==> config.mk <==
export PLATFORM = sky130hd
export DESIGN_NAME = ff_access_wrap
export DESIGN_NICKNAME = d
export VERILOG_FILES = /design/src/rtl/ffaw_pkg.sv /design/src/rtl/ffaw_core.sv /design/src/rtl/ffaw_nxt_sel.sv /design/src/rtl/ffaw_state.sv /design/src/rtl/ff_access_wrap.sv
export SDC_FILE = /design/constraint.sdc
export NUM_CORES = 1
export LEC_CHECK = 0
export ABC_AREA = 1
export CAP_MARGIN = 5
export CORE_AREA = 2 2 39 41
export CTS_BUF_LIST = sky130_fd_sc_hd__clkbuf_16
export DETAILED_ROUTE_END_ITERATION = 7
export DIE_AREA = 0 0 41 43
export DONT_BUFFER_PORTS = 1
export HOLD_SLACK_MARGIN = 0.08
export PLACE_DENSITY = 0.57
export SETUP_SLACK_MARGIN = 0.5
export SLEW_MARGIN = 15
export SYNTH_ARGS = -nofsm -noshare
export SYNTH_HDL_FRONTEND = slang
export SYNTH_SLANG_ARGS = --single-unit
==> constraint.sdc <==
create_clock -name clk -period 1.6 [get_ports clk]
set_input_delay 0.16 -clock clk [delete_from_list [all_inputs] [get_ports clk]]
set_output_delay 0.16 -clock clk [all_outputs]
set_load 0.005 [all_outputs]
==> src/rtl/ffaw_pkg.sv <==
`timescale 1ns/1ps
package ffaw_pkg;
   typedef enum logic [3:0] {
      M_DIRECT   = 4'd0,
      M_HOLD     = 4'd1,
      M_GRP_ONE  = 4'd2,
      M_GRP_PAIR = 4'd3,
      M_GRP_ALL  = 4'd4,
      M_CHAIN2   = 4'd5,
      M_CHAIN3   = 4'd6,
      M_SCAN     = 4'd7,
      M_LOAD     = 4'd8
   } ffaw_mode_e;
endpackage

==> src/rtl/ffaw_core.sv <==
`timescale 1ns/1ps
// Fixed benchmark core: combinational next-state and output logic.
module ffaw_core #(
   parameter int PI_W = 4,
   parameter int FF_W = 3
) (
   input  logic [PI_W-1:0] di,
   input  logic [FF_W-1:0] q,
   output logic [FF_W-1:0] q_fn,
   output logic            po
);
   logic inv0, and_a, nor_c, or_d, or_e, nand_k, nor_n1, nor_n0, nor_n2;

   always_comb begin
      inv0   = ~di[0];
      and_a  = inv0 & q[1];
      nor_c  = ~(di[1] | q[2]);
      or_d   = nor_c | and_a;
      or_e   = di[3] | and_a;
      nand_k = ~(or_e & or_d);
      nor_n1 = ~(q[0] | nand_k);
      nor_n0 = ~(inv0 | nor_n1);
      nor_n2 = ~(di[2] | nor_c);
   end

   assign q_fn = {nor_n2, nor_n1, nor_n0};
   assign po   = ~nor_n1;
endmodule

==> src/rtl/ffaw_nxt_sel.sv <==
`timescale 1ns/1ps
// Per-bit next-state multiplexer across all access styles.
module ffaw_nxt_sel #(
   parameter int                 FF_W     = 3,
   parameter int                 MODE_W   = 4,
   parameter int                 GSEL_W   = 2,
   parameter logic [FF_W-1:0]    SEL_MASK = 3'b011
) (
   input  logic [FF_W-1:0]   di_lo,
   input  logic [FF_W-1:0]   q,
   input  logic [FF_W-1:0]   q_fn,
   input  logic              test_en,
   input  logic [MODE_W-1:0] mode,
   input  logic [GSEL_W-1:0] grp_sel,
   input  logic [FF_W-1:0]   ld_in,
   output logic [FF_W-1:0]   q_nxt
);
   import ffaw_pkg::*;

   for (genvar i = 0; i < FF_W; i++) begin : g_bit
      localparam int PRV = (i > 0) ? i - 1 : 0;
      logic dir_v, hold_v, one_v, pair_v, ch2_v, ch3_v, scan_v;

      // Chain predecessor: bit 0 takes the serial input, others the bit below.
      if (i == 0) begin : g_head
         assign ch2_v  = di_lo[0];
         assign ch3_v  = di_lo[0];
         assign scan_v = di_lo[0];
      end else begin : g_tail
         assign ch2_v  = (i % 2 == 0) ? di_lo[i/2] : q[PRV];
         assign ch3_v  = (i % 3 == 0) ? di_lo[i/3] : q[PRV];
         assign scan_v = q[PRV];
      end

      assign dir_v  = SEL_MASK[i] ? di_lo[i] : q_fn[i];
      assign hold_v = SEL_MASK[i] ? di_lo[i] : q[i];
      assign one_v  = (grp_sel == GSEL_W'(i)) ? di_lo[0] : q[i];
      assign pair_v = di_lo[i/2];

      always_comb begin
         if (!test_en) begin
            q_nxt[i] = q_fn[i];
         end else begin
            case (mode)
               MODE_W'(M_DIRECT):   q_nxt[i] = dir_v;
               MODE_W'(M_HOLD):     q_nxt[i] = hold_v;
               MODE_W'(M_GRP_ONE):  q_nxt[i] = one_v;
               MODE_W'(M_GRP_PAIR): q_nxt[i] = pair_v;
               MODE_W'(M_GRP_ALL):  q_nxt[i] = di_lo[0];
               MODE_W'(M_CHAIN2):   q_nxt[i] = ch2_v;
               MODE_W'(M_CHAIN3):   q_nxt[i] = ch3_v;
               MODE_W'(M_SCAN):     q_nxt[i] = scan_v;
               MODE_W'(M_LOAD):     q_nxt[i] = ld_in[i];
               default:             q_nxt[i] = q_fn[i];
            endcase
         end
      end
   end
endmodule

==> src/rtl/ffaw_state.sv <==
`timescale 1ns/1ps
// State bank with asynchronous active-low clear.
module ffaw_state #(
   parameter int FF_W = 3
) (
   input  logic            clk,
   input  logic            rst_n,
   input  logic [FF_W-1:0] d,
   output logic [FF_W-1:0] q
);
   for (genvar i = 0; i < FF_W; i++) begin : g_ff
      always_ff @(posedge clk or negedge rst_n) begin
         if (!rst_n) q[i] <= 1'b0;
         else        q[i] <= d[i];
      end
   end
endmodule

==> src/rtl/ff_access_wrap.sv <==
`timescale 1ns/1ps
module ff_access_wrap #(
   parameter int              PI_W     = 4,
   parameter int              FF_W     = 3,
   parameter int              MODE_W   = 4,
   parameter int              GSEL_W   = 2,
   parameter logic [FF_W-1:0] SEL_MASK = 3'b011
) (
   input  logic              clk,
   input  logic              rst_n,
   input  logic [PI_W-1:0]   di,
   input  logic              test_en,
   input  logic [MODE_W-1:0] mode,
   input  logic [GSEL_W-1:0] grp_sel,
   input  logic [FF_W-1:0]   ld_in,
   output logic              po,
   output logic              scan_out,
   output logic [FF_W-1:0]   ld_out
);
   import ffaw_pkg::*;

   localparam int SEL_CNT = $countones(SEL_MASK);

   if (PI_W != 4) begin : g_bad_pi
      $error("ff_access_wrap: core needs PI_W == 4");
   end
   if (FF_W != 3) begin : g_bad_ff
      $error("ff_access_wrap: core needs FF_W == 3");
   end
   if (SEL_CNT > PI_W) begin : g_bad_sel
      $error("ff_access_wrap: more selected bits than data inputs");
   end
   if (MODE_W < 4) begin : g_bad_mode
      $error("ff_access_wrap: MODE_W too narrow for mode codes");
   end
   if ((1 << GSEL_W) <= FF_W) begin : g_bad_gsel
      $error("ff_access_wrap: GSEL_W leaves no idle group code");
   end

   logic [FF_W-1:0] q, q_fn, q_nxt;
   logic            unload_on;

   ffaw_core #(.PI_W(PI_W), .FF_W(FF_W)) u_core (
      .di   (di),
      .q    (q),
      .q_fn (q_fn),
      .po   (po)
   );

   ffaw_nxt_sel #(
      .FF_W(FF_W), .MODE_W(MODE_W), .GSEL_W(GSEL_W), .SEL_MASK(SEL_MASK)
   ) u_sel (
      .di_lo   (di[FF_W-1:0]),
      .q       (q),
      .q_fn    (q_fn),
      .test_en (test_en),
      .mode    (mode),
      .grp_sel (grp_sel),
      .ld_in   (ld_in),
      .q_nxt   (q_nxt)
   );

   ffaw_state #(.FF_W(FF_W)) u_state (
      .clk   (clk),
      .rst_n (rst_n),
      .d     (q_nxt),
      .q     (q)
   );

   assign unload_on = test_en && (mode == MODE_W'(M_LOAD));
   assign ld_out    = unload_on ? q : '0;
   assign scan_out  = q[FF_W-1];
endmodule

# After elaboration in Yosys (flattened, before gate mapping)
# Cells that the tools add are included.
[classes] n_mux=10 bitwise=14 add_sub_neg=0 shifts=0 n_div=0 n_mul=0 n_eq_ne=14 n_lt_le_gt_ge=0 reduce_logical=10
[op_table] cell="$eq 4x3->1 const B" count=4
[op_table] cell="$ne 3x2->1 const B" count=3
[op_table] cell="$eq 4x2->1 const B" count=2
[op_table] cell="$reduce_or 2->1" count=4
[op_table] cell="$reduce_or 7->1" count=1
[op_table] cell="$mux 1" count=6
[op_table] cell="$not 1->1" count=6
[op_table] cell="$or 1x1->1" count=6
[op_table] cell="$pmux 1 s6" count=1
[op_table] cell="$pmux 1 s5" count=1
[op_table] cell="$eq 4x1->1 const B" count=1
[op_table] cell="$eq 4x4->1 const B" count=1
[op_table] cell="$logic_not 4->1" count=1
[op_table] cell="$mux 3" count=1
[op_table] cell="$pmux 1 s3" count=1
[op_table] cell="$reduce_or 3->1" count=1
[op_table] cell="$and 1x1->1" count=2
[op_table] cell="$eq 2x1->1 const B" count=1
[op_table] cell="$eq 2x2->1 const B" count=1
[op_table] cell="$logic_not 2->1" count=1
[op_table] cell="$ne 2x2->1 const B" count=1
[op_table] cell="$reduce_and 2->1" count=1
[op_table] cell="$logic_and 1x1->1" count=1
[totals] latchBits=0 ram_bits=0 mem_count=0 register_bits=3 rom_bits=0

# Depth between registers and ports, before layout
# Gate-level depths: netlist of run 1.
[depth] word_depth=11 ltp_mapped=8

# Modules after synthesis
# From an unflattened synthesis of run 1, not the netlist that was laid out.
[hier_totals] cells_unflattened=97 hier_area_um2=554.3
[by_module_without_submodules] module="ffaw_nxt_sel" instances=1 cells_each=70 area_per_inst_um2=360.3 seq_area_each_um2=0.0
[by_module_without_submodules] module="ffaw_state" instances=1 cells_each=3 area_per_inst_um2=75.1 seq_area_each_um2=75.1
[by_module_without_submodules] module="ffaw_core" instances=1 cells_each=13 area_per_inst_um2=68.8 seq_area_each_um2=0.0
[by_module_without_submodules] module="ff_access_wrap" instances=1 cells_each=11 area_per_inst_um2=50.0 seq_area_each_um2=0.0

# Worst setup path after synthesis of run 1
# Ideal clock, no wire load.
[synth_timing] kind="register to register" from="register u_state.q[2]" to="register u_state.q[1]" setup_time_ns=0.065 stages_incl_launch_ff=8 path_slack_ns=0.561 n_path_buf=0 t_arrival_ns=0.974 cell_sequence="dfrtp_1 nor2_1 nand2_1 o21ai_0 nand2_1 a21oi_1 o21ai_1 nand2_1"
[synth_via] elab_chain_cells=9
[synth_lines] element="start: declaration" line_no="ffaw_state.sv:9" rtl="output logic [FF_W-1:0] q"
[synth_lines] element="start signal: indexed assignment" line_no="ffaw_state.sv:14" rtl="else q[i] <= d[i];"
[synth_lines] element="$or 1x1->1 (*)" line_no="ffaw_core.sv:17" rtl="nor_c = ~(di[1] | q[2]);"
[synth_lines] element="$not 1->1 (*)" line_no="ffaw_core.sv:17"
[synth_lines] element="$or 1x1->1 (*)" line_no="ffaw_core.sv:18" rtl="or_d = nor_c | and_a;"
[synth_lines] element="$and 1x1->1 (*)" line_no="ffaw_core.sv:20" rtl="nand_k = ~(or_e & or_d);"
[synth_lines] element="$not 1->1 (*)" line_no="ffaw_core.sv:20"
[synth_lines] element="$or 1x1->1 (*)" line_no="ffaw_core.sv:21" rtl="nor_n1 = ~(q[0] | nand_k);"
[synth_lines] element="named net po" line_no="ff_access_wrap.sv:16" rtl="output logic po,"
[synth_lines] element="$not 1->1 (*)" line_no="ffaw_core.sv:21"
[synth_lines] element="$pmux 1 s5" line_no="ffaw_nxt_sel.sv:44" rtl="case (mode)"
[synth_lines] element="$mux 1 (*)" line_no="ffaw_nxt_sel.sv:41" rtl="if (!test_en) begin"
# The timed path passes the listed nets; every way through them passes the cells marked *.
# A chain may end at the register's enable or synchronous reset.

# Worst setup path after layout of run 1
[layout_timing] from="register u_state.q[2]" to="output port po"
[layout_via] elab_chain_cells=6
[layout_lines] element="$or 1x1->1" line_no="ffaw_core.sv:17"
[layout_lines] element="$not 1->1" line_no="ffaw_core.sv:17"
[layout_lines] element="$or 1x1->1" line_no="ffaw_core.sv:18"
[layout_lines] element="$and 1x1->1" line_no="ffaw_core.sv:20"
[layout_lines] element="$not 1->1" line_no="ffaw_core.sv:20"
[layout_lines] element="$or 1x1->1" line_no="ffaw_core.sv:21"
[layout_lines] element="end: declaration" line_no="ff_access_wrap.sv:16"
# No other way between the ends.

==> impl_results.md, run 1 <==
- # clock sinks: 3
- Share of cells above drive strength 1: 22.09%
- DIE AREA: 1763 um^2
- Hold path start: di[0]
- Fin area: around 550 um^2
- Peak supply drop: about 0.00027 V
- Critical path peak fanout: 4
- Hold Vio Cnt, Final: 0
- Overall global routing resource usage: between 10% and 20%
- CTS Buffer Depth: 2
- DR vias: 477
- Post-Syn Area: around 430 um^2
- PortBufs: 0
- Avg WL per Cell: ~11 um
- Fmax: approximately 0.86 GHz
- Synthesized area per cell: around 5.4 um^2
- Sequential area share after synthesis: 17.44%
- Initial drt markers: 2
- Initial antenna violation count: 0
- Row count: 14
- Routed WL: between 1000 and 1500 um
- CTS clk-pin slew, worst paths: 0.03 ns
- Area after DPL: 450.4 um^2
- Mapped Cells: 80
- Clk root buf: clkbuf_16
- Cts bufs inserted: 3
- Max reg flops: 3
- Synth cell types: 17
- Synth Warn #: 0
- IO Count: 21
- Data required, critical path: 1.44 ns
- Layout area overhead: 27.62%
- HP Class: primary input to register
- Final GP Congestion: 0.8469
- Setup CP Type: register to output pin
- Die H: roughly 43 um
- Core outline area: 1384 um^2
- Worst Setup End Kind: output pin
- PD cells: roughly 1100 nW/um^2
- Setup violations, final: 0
- Ant diodes: 0
- Unrepaired setup endpoints after global routing: yes
- DRC viols: 0
- Post-DP HPWL: ~940 um
- Grt total ovfl: 0
- # H-tree levels: 1
- P_leak: between 0.2 and 0.3 nW
- Status: complete, no violations
- Top reg by flops: u_state.q
- Die extent in x: approximately 41 um
- RR Startpoint: u_state.q[2]
- Vias in the first global route: ~480
- Relative slew slack: a little under nine tenths
- Arr. time, crit path: between 1 and 1.5 ns
- Syn Nets: between 90 and 100
- Global-route wire length before repair: between 1500 and 2000 um
- Register bit count reported by yosys: 3
- Post-layout minimum cycle time: 1.169 ns
- DRT Pass-1 Iters: 2
- Antenna Nets Post-Route: 0
- Starting Density: between 30% and 40%
- Nets: around 100
- Placed cell count: 96
- Largest registers: u_state.q (3)
- Worst Setup SP: u_state.q[2]
- Clk_skew: roughly 0.00066 ns
- Power Total: between 0.0005 and 0.0006 W
- Slew Limit Fails: 0
- Fin Setup TNS: 0 ns
- Startpoint types: register
- Routed vias/inst: around 4.7
- TritonCTS clock tree: yes
- Worst-Margin Slew: approximately 0.20 ns
- Pin count of the biggest net entering global routing: 8
- Max Cap Viol: 0
- Final Cycle Share: about 73%
- Clock Latency Late Sink: between 0.2 and 0.25 ns
- Non-filler cells, final: 102
==> metal layers <==
layer / global-route usage, % / part of all wire (%)
met1: 17.52 / 43
met2: 25.00 / 48
met3: 3.141 / 7.8
met4: 10.00 / 0.88
met5: 0 / 0
==> logic make-up (layout without fill, tap and decap cells) <==
kind of cell	Yosys count	count (layout)	share of synthesized area, %
AND/OR/NAND/NOR	53	53	58.14
AO/OA/AOI/OAI	9	9	11.34
buffers and inverters	15	21	13.08
flip-flops	3	3	17.44
==> synthesized netlist by cell type <==
library cell,number,area share (%)
nand2_1,20,17
nor2_1,13,11
inv_1,10,8.7
nand3_1,9,10
a21oi_1,4,4.7
inv_2,4,3.5
nand2_2,4,5.8
dfrtp_1,3,17
nor2_2,3,4.4
nor2_4,2,5.2
o21ai_0,2,2.3
a31oi_1,1,1.5
clkinv_1,1,0.87
nand3_2,1,2.3
nor3_1,1,1.2
o211ai_1,1,1.7
o21ai_1,1,1.2
==> final cells by class <==
cell class / count / area, um^2
timing repair buffer: 2 / 17.52
tap: 16 / 20.02
clock inverter: 1 / 3.754
fill: 158 / 834.6
clock buffer: 3 / 75.07
inverter: 15 / 56.30
sequential: 3 / 75.07
multi-input combinational: 62 / 301.5
==> per-stage QoR <==
step / setup WS, ns / hold slack [ns] / utilization, %
3_3_place_gp: 0.4863 / -0.1355 / 32.55
4_1_cts: 0.4031 / 0.1223 / 39.51
6_report: 0.4313 / 0.1042 / 39.69
2_1_floorplan: 0.5610 / -0.1356 / -
5_1_grt: 0.3567 / 0.1191 / 39.69
3_5_place_dp: 0.4625 / -0.1355 / 32.55
==> placed cells by master (no fill, tap or decap) <==
master / n
nor3_1: 1
dfrtp_1: 3
nand3_1: 9
nand2_1: 20
o211ai_1: 1
nor2_2: 4
buf_4: 1
inv_1: 11
nor2_1: 12
nor2_4: 2
clkinv_1: 1
dlygate4sd3_1: 1
nand2_2: 4
a21oi_1: 4
clkbuf_16: 3
inv_2: 4
nand3_2: 1
o21ai_1: 2
a31oi_1: 1
o21ai_0: 1
==> where the power goes <==
group / switching [W] / total [W] / leakage (nW) / internal (W)
combinational: 0.0000498 / 0.0000841 / 0.201 / 0.0000343
clock: 0.0000756 / 0.000399 / 0.0423 / 0.000323
sequential: 0.00000990 / 0.0000961 / 0.0375 / 0.0000862
total: 0.000135 / 0.000579 / 0.281 / 0.000443
==> critical path, stage by stage (launching register included) <==
cell and delay [ns]:
dfrtp_1 0.42, nor2_2 0.11, nand2_1 0.05, o21ai_1 0.07
nand2_1 0.13
==> path summary, 6_finish.rpt <==
kind | end | depth (start not counted) | slack, ns
max | po | 4 | 0.43
min | u_state.q[0] | 2 | 0.10
max reg2reg | u_state.q[1] | 7 | 0.48
min reg2reg | u_state.q[1] | 2 | 0.54
max in group asynchronous | u_state.q[2] | 1 | 1.25
min in group asynchronous | u_state.q[0] | 1 | 0.19
==> timing repair <==
item,in CTS,in global routing
endpoints found under the hold margin,3,0
buffers inserted,1,0
hold buffers,1,0
pin swaps,3,3
gates resized for setup,1,1
setup endpoints to repair,3,4
No activity file was read; power rests on OpenSTA's default activity.
==> inputs of run 2 (changes only) <==
Settings changed: PLACE_DENSITY 0.57 to 0.59.
Clock period 1.6 ns to 0.94 ns, I/O delays scaled along.
==> impl_results.md, run 2 (synthesis results as in run 1) <==
- Final Cycle Share: 123.5%
- Worst Setup End Kind: output pin
- Status: complete, but fails checks
- CP cell instances: nor2_2 -> nand2_1 -> o21ai_1 -> nand2_1 -> buf_4
- Max incr delay on CP: 0.37 ns (-0.05 ns)
- Slowest-stage cell, CP: dfrtp_1
- CP most frequent cell: nand2_1
- Violated checks: negative setup slack
- Final GP Congestion: 0.8156 (-3.7%)
- PD cells: 1680 nW/um^2 (+59%)
- Top delay family on crit path: flip-flops
- RR Startpoint: u_state.q[2]
- P_leak: 0.3065 nW (+9.0%)
- Peak supply drop: 0.0005318 V (+97%)
- Hold_buf cts: 1 (unchanged)
- Arr. time, crit path: 1.07 ns (+0.06 ns)
- Die extent in x: 41 um (unchanged)
- Hold Path End: u_state.q[0]
- CTS clk-pin slew, worst paths: 0.03 ns (about the same)
- Hold path start: di[0]
- Relative slew slack: 85.68% (-0.69 points)
- Initial antenna violation count: 0 (unchanged)
- Hold Vio Cnt, Final: 0 (unchanged)
- Clk_skew: 0.0001927 ns (-0.0004659 ns)
- TritonCTS clock tree: yes
- Critical path peak fanout: 3 (-1)
- Routed vias/inst: 4.813 (+2.9%)
- Post-layout minimum cycle time: ~1.2 ns
- DR vias: 515 (+8.0%)
- WHS: 0.02645 ns (-0.07779 ns)
- Grt total ovfl: 0 (unchanged)
- Max Cap Viol: 0 (unchanged)
- Layout area overhead: 45.35%
- Setup CP Type: register to output pin
- PortBufs: 0 (unchanged)
- Clk root buf: clkbuf_16
- Power Total: 0.001051 W (+82%)
- Antenna Nets Post-Route: 0 (unchanged)
- Non-filler cells, final: 107 (+4.9%)
- Ant diodes: 0 (unchanged)
- R2r worst-path depth: 7 (unchanged)
- Global-route wire length before repair: 1869 um (+1.1%)
- # clock sinks: 3 (unchanged)
- GR Util met3: 3.141% (unchanged)
- Overall global routing resource usage: 15.65% (+0.031 points)
- Reg-to-Reg End: u_state.q[1]
- Hold Path Cell Cnt: 2 (unchanged)
- Setup violations, final: 4 (+4)
- Commonest cells after routing, fill and taps aside: nand2_1 (20), nor2_1 (9), inv_1 (8)
- Max reg flops: 3 (unchanged)
- FF/Latch Area: 75.07 um^2 (unchanged)
- Row count: 14 (unchanged)
- Nets: 108 (+4.9%)
- Met2 GRT Util: 25.31% (+0.31 points)
- Worst-Margin Slew: 0.2146 ns (+0.01029 ns)
- Startpoint types: register
- Clock Latency Late Sink: 0.22 ns (about the same)
- Largest registers: u_state.q (3)
- # H-tree levels: 1 (unchanged)
- CP bufs+invs: 1 (+1)
- Fin worst setup slack: -0.2211 ns (-0.6524 ns)
- Data required, critical path: 0.85 ns (-0.59 ns)
- Core outline area: 1384 um^2 (unchanged)
- Pre-CTS setup slack: -0.08468 ns (-0.5472 ns)
- Met1 Resource Use GR: 18.27% (+0.75 points)
- Gr busiest metal: met2
- Die H: 43 um (unchanged)
- Fmax: around 0.86 GHz
- Fillers: 155 (-1.9%)
- Slew Limit Fails: 0 (unchanged)
- Cts bufs inserted: 3 (unchanged)
- Avg WL per Cell: 10.73 um (-3.3%)
- DIE AREA: 1763 um^2 (unchanged)
- IO Count: 21 (unchanged)
- Unrepaired setup endpoints after global routing: yes
- Initial drt markers: 8 (+6)
- Pin count of the biggest net entering global routing: 8 (unchanged)
- DRC viols: 0 (unchanged)
- R2r setup slk: -0.08 ns (-0.56 ns)
- Share of cells above drive strength 1: 35.16% (+13 points)
- Routed WL: 1148 um (+1.4%)
- Starting Density: 31.10% (unchanged)
- Vias in the first global route: 477 (-0.21%)
- Placed cell count: 101 (+5.2%)
- Most common cell after layout, fill and taps aside: nand2_1
- Top reg by flops: u_state.q
- CTS Buffer Depth: 2 (unchanged)
- Multi-input logic area: 329.1 um^2 (+9.1%)
- HP Class: primary input to register
- Post-DP HPWL: 952.4 um (+1.8%)
- DRT Pass-1 Iters: 4 (+2)
## run 2: changes by cell type in the layout (fill, tap and decap cells not counted), sizes merged
| cell | before | now |
|---|---|---|
| buf | 1 | 6 |
## run 2: worst max path at each step
stage,startpoint,end,slack (ns),cells past startpoint
after floorplan,u_state.q[2],u_state.q[1],-0.08,7
after global placement,u_state.q[2],u_state.q[1],-0.05,7
after detailed placement,u_state.q[2],u_state.q[1],-0.08,7
after CTS,u_state.q[2],po,-0.23,5
after global routing,u_state.q[2],po,-0.28,5
final,u_state.q[2],po,-0.22,5
## run 2: final cells by class
type                    instances  area share (%)
clock inverters                 1          0.6000
clock buffers                   3           12.00
well taps                      16           3.200
inverters                      15           9.000
repair buffers                  7           10.60
multi-input cells              62           52.60
flip-flops and latches          3           12.00
## run 2: through the flow
step	TNS [ns]	util (%)	cell area, um^2
final	-0.3556	45.21	625.6
after global routing	-0.7423	45.21	625.6
after CTS	-0.3828	45.03	623.1
after detailed placement	-0.1367	35.80	495.5
after global placement	-0.07987	35.80	495.5
after floorplan	-0.1281	-	437.9
## run 2: per-layer routing
layer	routed length, um	vias up
met3	120	2
met1	462	222
met5	0	-
met2	556	22
li1	-	269
met4	8	0
## run 2: timing repair
item	CTS	global route
endpoints found under the hold margin	4	1
endpoints found under the setup margin	8	8
setup buffers	1	0
pin swaps	0	2
resized for setup	9	3
## run 2: power breakdown
part / switching [W] / leakage [nW] / internal [W] / total [W]
clock: 0.000127 / 0.0423 / 0.000550 / 0.000677
combinational: 0.000111 / 0.227 / 0.000105 / 0.000215
sequential: 0.0000121 / 0.0375 / 0.000147 / 0.000159
total: 0.000250 / 0.306 / 0.000801 / 0.00105
==> inputs of run 3 (changes only) <==
Settings changed: REMOVE_ABC_BUFFERS set to 1.
==> impl_results.md, run 3 (synthesis results as in run 1) <==
- Cts bufs inserted: 3 (unchanged)
- Arr. time, crit path: 1.07 ns (about the same)
- # H-tree levels: 1 (unchanged)
- PortBufs: 0 (unchanged)
- Fmax: 0.8565 GHz (-0.55%)
- RR Startpoint: u_state.q[2]
- DIE AREA: 1763 um^2 (unchanged)
- Antenna Nets Post-Route: 0 (unchanged)
- Data required, critical path: 0.85 ns (about the same)
- Setup violations, final: 6 (+2)
- Clock Latency Late Sink: 0.22 ns (about the same)
- Met1 Routed Length: 486 um (+5.2%)
- R2r worst-path depth: 8 (+1)
- Routed vias/inst: 4.636 (-3.7%)
- Fin area: 666.9 um^2 (+6.6%)
- Nets: 111 (+2.8%)
- Startpoint types: register
- Final GP Congestion: 0.8041 (-1.4%)
- Routed WL: 1216 um (+5.9%)
- Share of cells above drive strength 1: 40.43% (+5.3 points)
- CTS clk-pin slew, worst paths: 0.03 ns (about the same)
- Crit path to: po
- Pre-CTS setup slack: -0.1046 ns (-0.01992 ns)
- HP Class: primary input to register
- Met3 wire length: 94 um (-22%)
- Die extent in x: 41 um (unchanged)
- Worst path depth: 5 (unchanged)
- Max reg flops: 3 (unchanged)
- Worst Setup SP: u_state.q[2]
- Slew Limit Fails: 0 (unchanged)
- Max layer used: met4
- Initial antenna violation count: 0 (unchanged)
- Area after DPL: 480.5 um^2 (-3.0%)
- Pin count of the biggest net entering global routing: 8 (unchanged)
- Setup CP Type: register to output pin
- Max incr delay on CP: 0.38 ns (about the same)
- DRT Pass-1 Iters: 4 (unchanged)
- Worst Setup End Kind: output pin
- CTS Buffer Depth: 2 (unchanged)
- Max Cap Viol: 0 (unchanged)
- Core outline area: 1384 um^2 (unchanged)
- Relative slew slack: 80.02% (-5.7 points)
- IO Count: 21 (unchanged)
- Unrepaired setup endpoints after global routing: yes
- Top delay family on crit path: flip-flops
- Hold Vio Cnt, Final: 0 (unchanged)
- R2r setup slk: -0.20 ns (-0.12 ns)
- Hold_buf cts: 1 (unchanged)
- Layout area overhead: 54.94%
- P_leak: 0.3293 nW (+7.4%)
- Global-route wire length before repair: 1987 um (+6.3%)
- DR vias: 510 (-0.97%)
- Fin worst setup slack: -0.2276 ns (-0.006477 ns)
- Most common cell after layout, fill and taps aside: nand2_1
- Fillers: 143 (-7.7%)
- Row count: 14 (unchanged)
- Non-filler cells, final: 110 (+2.8%)
- Multi-input logic area: 336.6 um^2 (+2.3%)
- Avg WL per Cell: 11.05 um (+3.0%)
- Peak supply drop: 0.0007052 V (+33%)
- Die H: 43 um (unchanged)
- Violated checks: negative setup slack
- # clock sinks: 3 (unchanged)
- Initial drt markers: 10 (+2)
- TritonCTS clock tree: yes
- Placed cell count: 100 (-0.99%)
- Post-DP HPWL: 903 um (-5.2%)
- Status: complete, but fails checks
- Overall global routing resource usage: 16.47% (+0.82 points)
- Top reg by flops: u_state.q
- DRC viols: 0 (unchanged)
- Ant diodes: 0 (unchanged)
- Vias in the first global route: 507 (+6.3%)
- Final Cycle Share: 124.2% (+0.69 points)
- CP cell instances: nor2_2 -> nand2_1 -> o21ai_2 -> nand2_2 -> buf_6
- Clk root buf: clkbuf_16
- PD cells: 1625 nW/um^2 (-3.2%)
- Slowest-stage cell, CP: dfrtp_1
- Starting Density: 31.10% (unchanged)
- CP bufs+invs: 1 (unchanged)
- Met2 Routed Length: 619 um (+11%)
- Clk_skew: 0.002266 ns (+0.002073 ns)
- Worst-Margin Slew: 0.2989 ns (+0.08432 ns)
- Grt total ovfl: 0 (unchanged)
- Reg-to-Reg End: u_state.q[1]
- Commonest cells after routing, fill and taps aside: nand2_1 (19), nand3_1 (8), inv_1 (8), nor2_1 (8), inv_2 (7)
- Post-layout minimum cycle time: 1.168 ns (+0.006477 ns)
- Largest registers: u_state.q (3)
- FF/Latch Area: 75.07 um^2 (unchanged)
- Critical path peak fanout: 2 (-1)
run 3: metal layers:
metal  up-vias  track usage, %
li1        277               -
met1       210           21.86
met2        21           24.69
met3         2           1.047
met4         0           10.00
met5         -               0
run 3: worst min-delay path by stage:
stage	endpoint	slack, ns	depth (start not counted)	start
final	u_state.q[0]	0.03	2	di[0]
after detailed placement	u_state.q[0]	-0.20	0	rst_n
after floorplan	u_state.q[0]	-0.20	0	rst_n
after global routing	u_state.q[0]	0.05	2	di[0]
after CTS	u_state.q[0]	0.04	2	di[0]
after global placement	u_state.q[0]	-0.20	0	rst_n
run 3: layout make-up:
| cell class | count | area share [%] |
|---|---|---|
| clock buffer | 3 | 11.26 |
| clock inverter | 1 | 0.5629 |
| inverter | 15 | 8.443 |
| multi-input combinational | 62 | 50.47 |
| sequential | 3 | 11.26 |
| tap | 16 | 3.002 |
| timing repair buffer | 10 | 15.01 |
run 3: power by group:
| group | total [W] | switching [W] | internal, W |
|---|---|---|---|
| registers | 0.000159 | 0.0000124 | 0.000147 |
| logic | 0.000257 | 0.000126 | 0.000131 |
| clock network | 0.000668 | 0.000119 | 0.000549 |
run 3: per-stage QoR:
stage | power (W) | utilization, % | hold WS [ns] | setup TNS [ns]
global placement | 0.0003216 | 34.72 | -0.2015 | -0.1118
CTS | 0.001067 | 46.56 | 0.04207 | -0.8143
detailed placement | 0.0003225 | 34.72 | -0.2015 | -0.2038
finish | 0.001084 | 48.19 | 0.02884 | -0.8175
floorplan | 0.0002684 | - | -0.2016 | -0.1595
global route | 0.001132 | 48.19 | 0.05340 | -1.118
run 3: timing repair:
item / 4_1_cts / 5_1_grt
hold endpoints to repair: 4 / 1
setup buffers: 5 / 0
pin swaps: 7 / 2
resized for setup: 15 / 6
setup endpoints to repair: 8 / 8
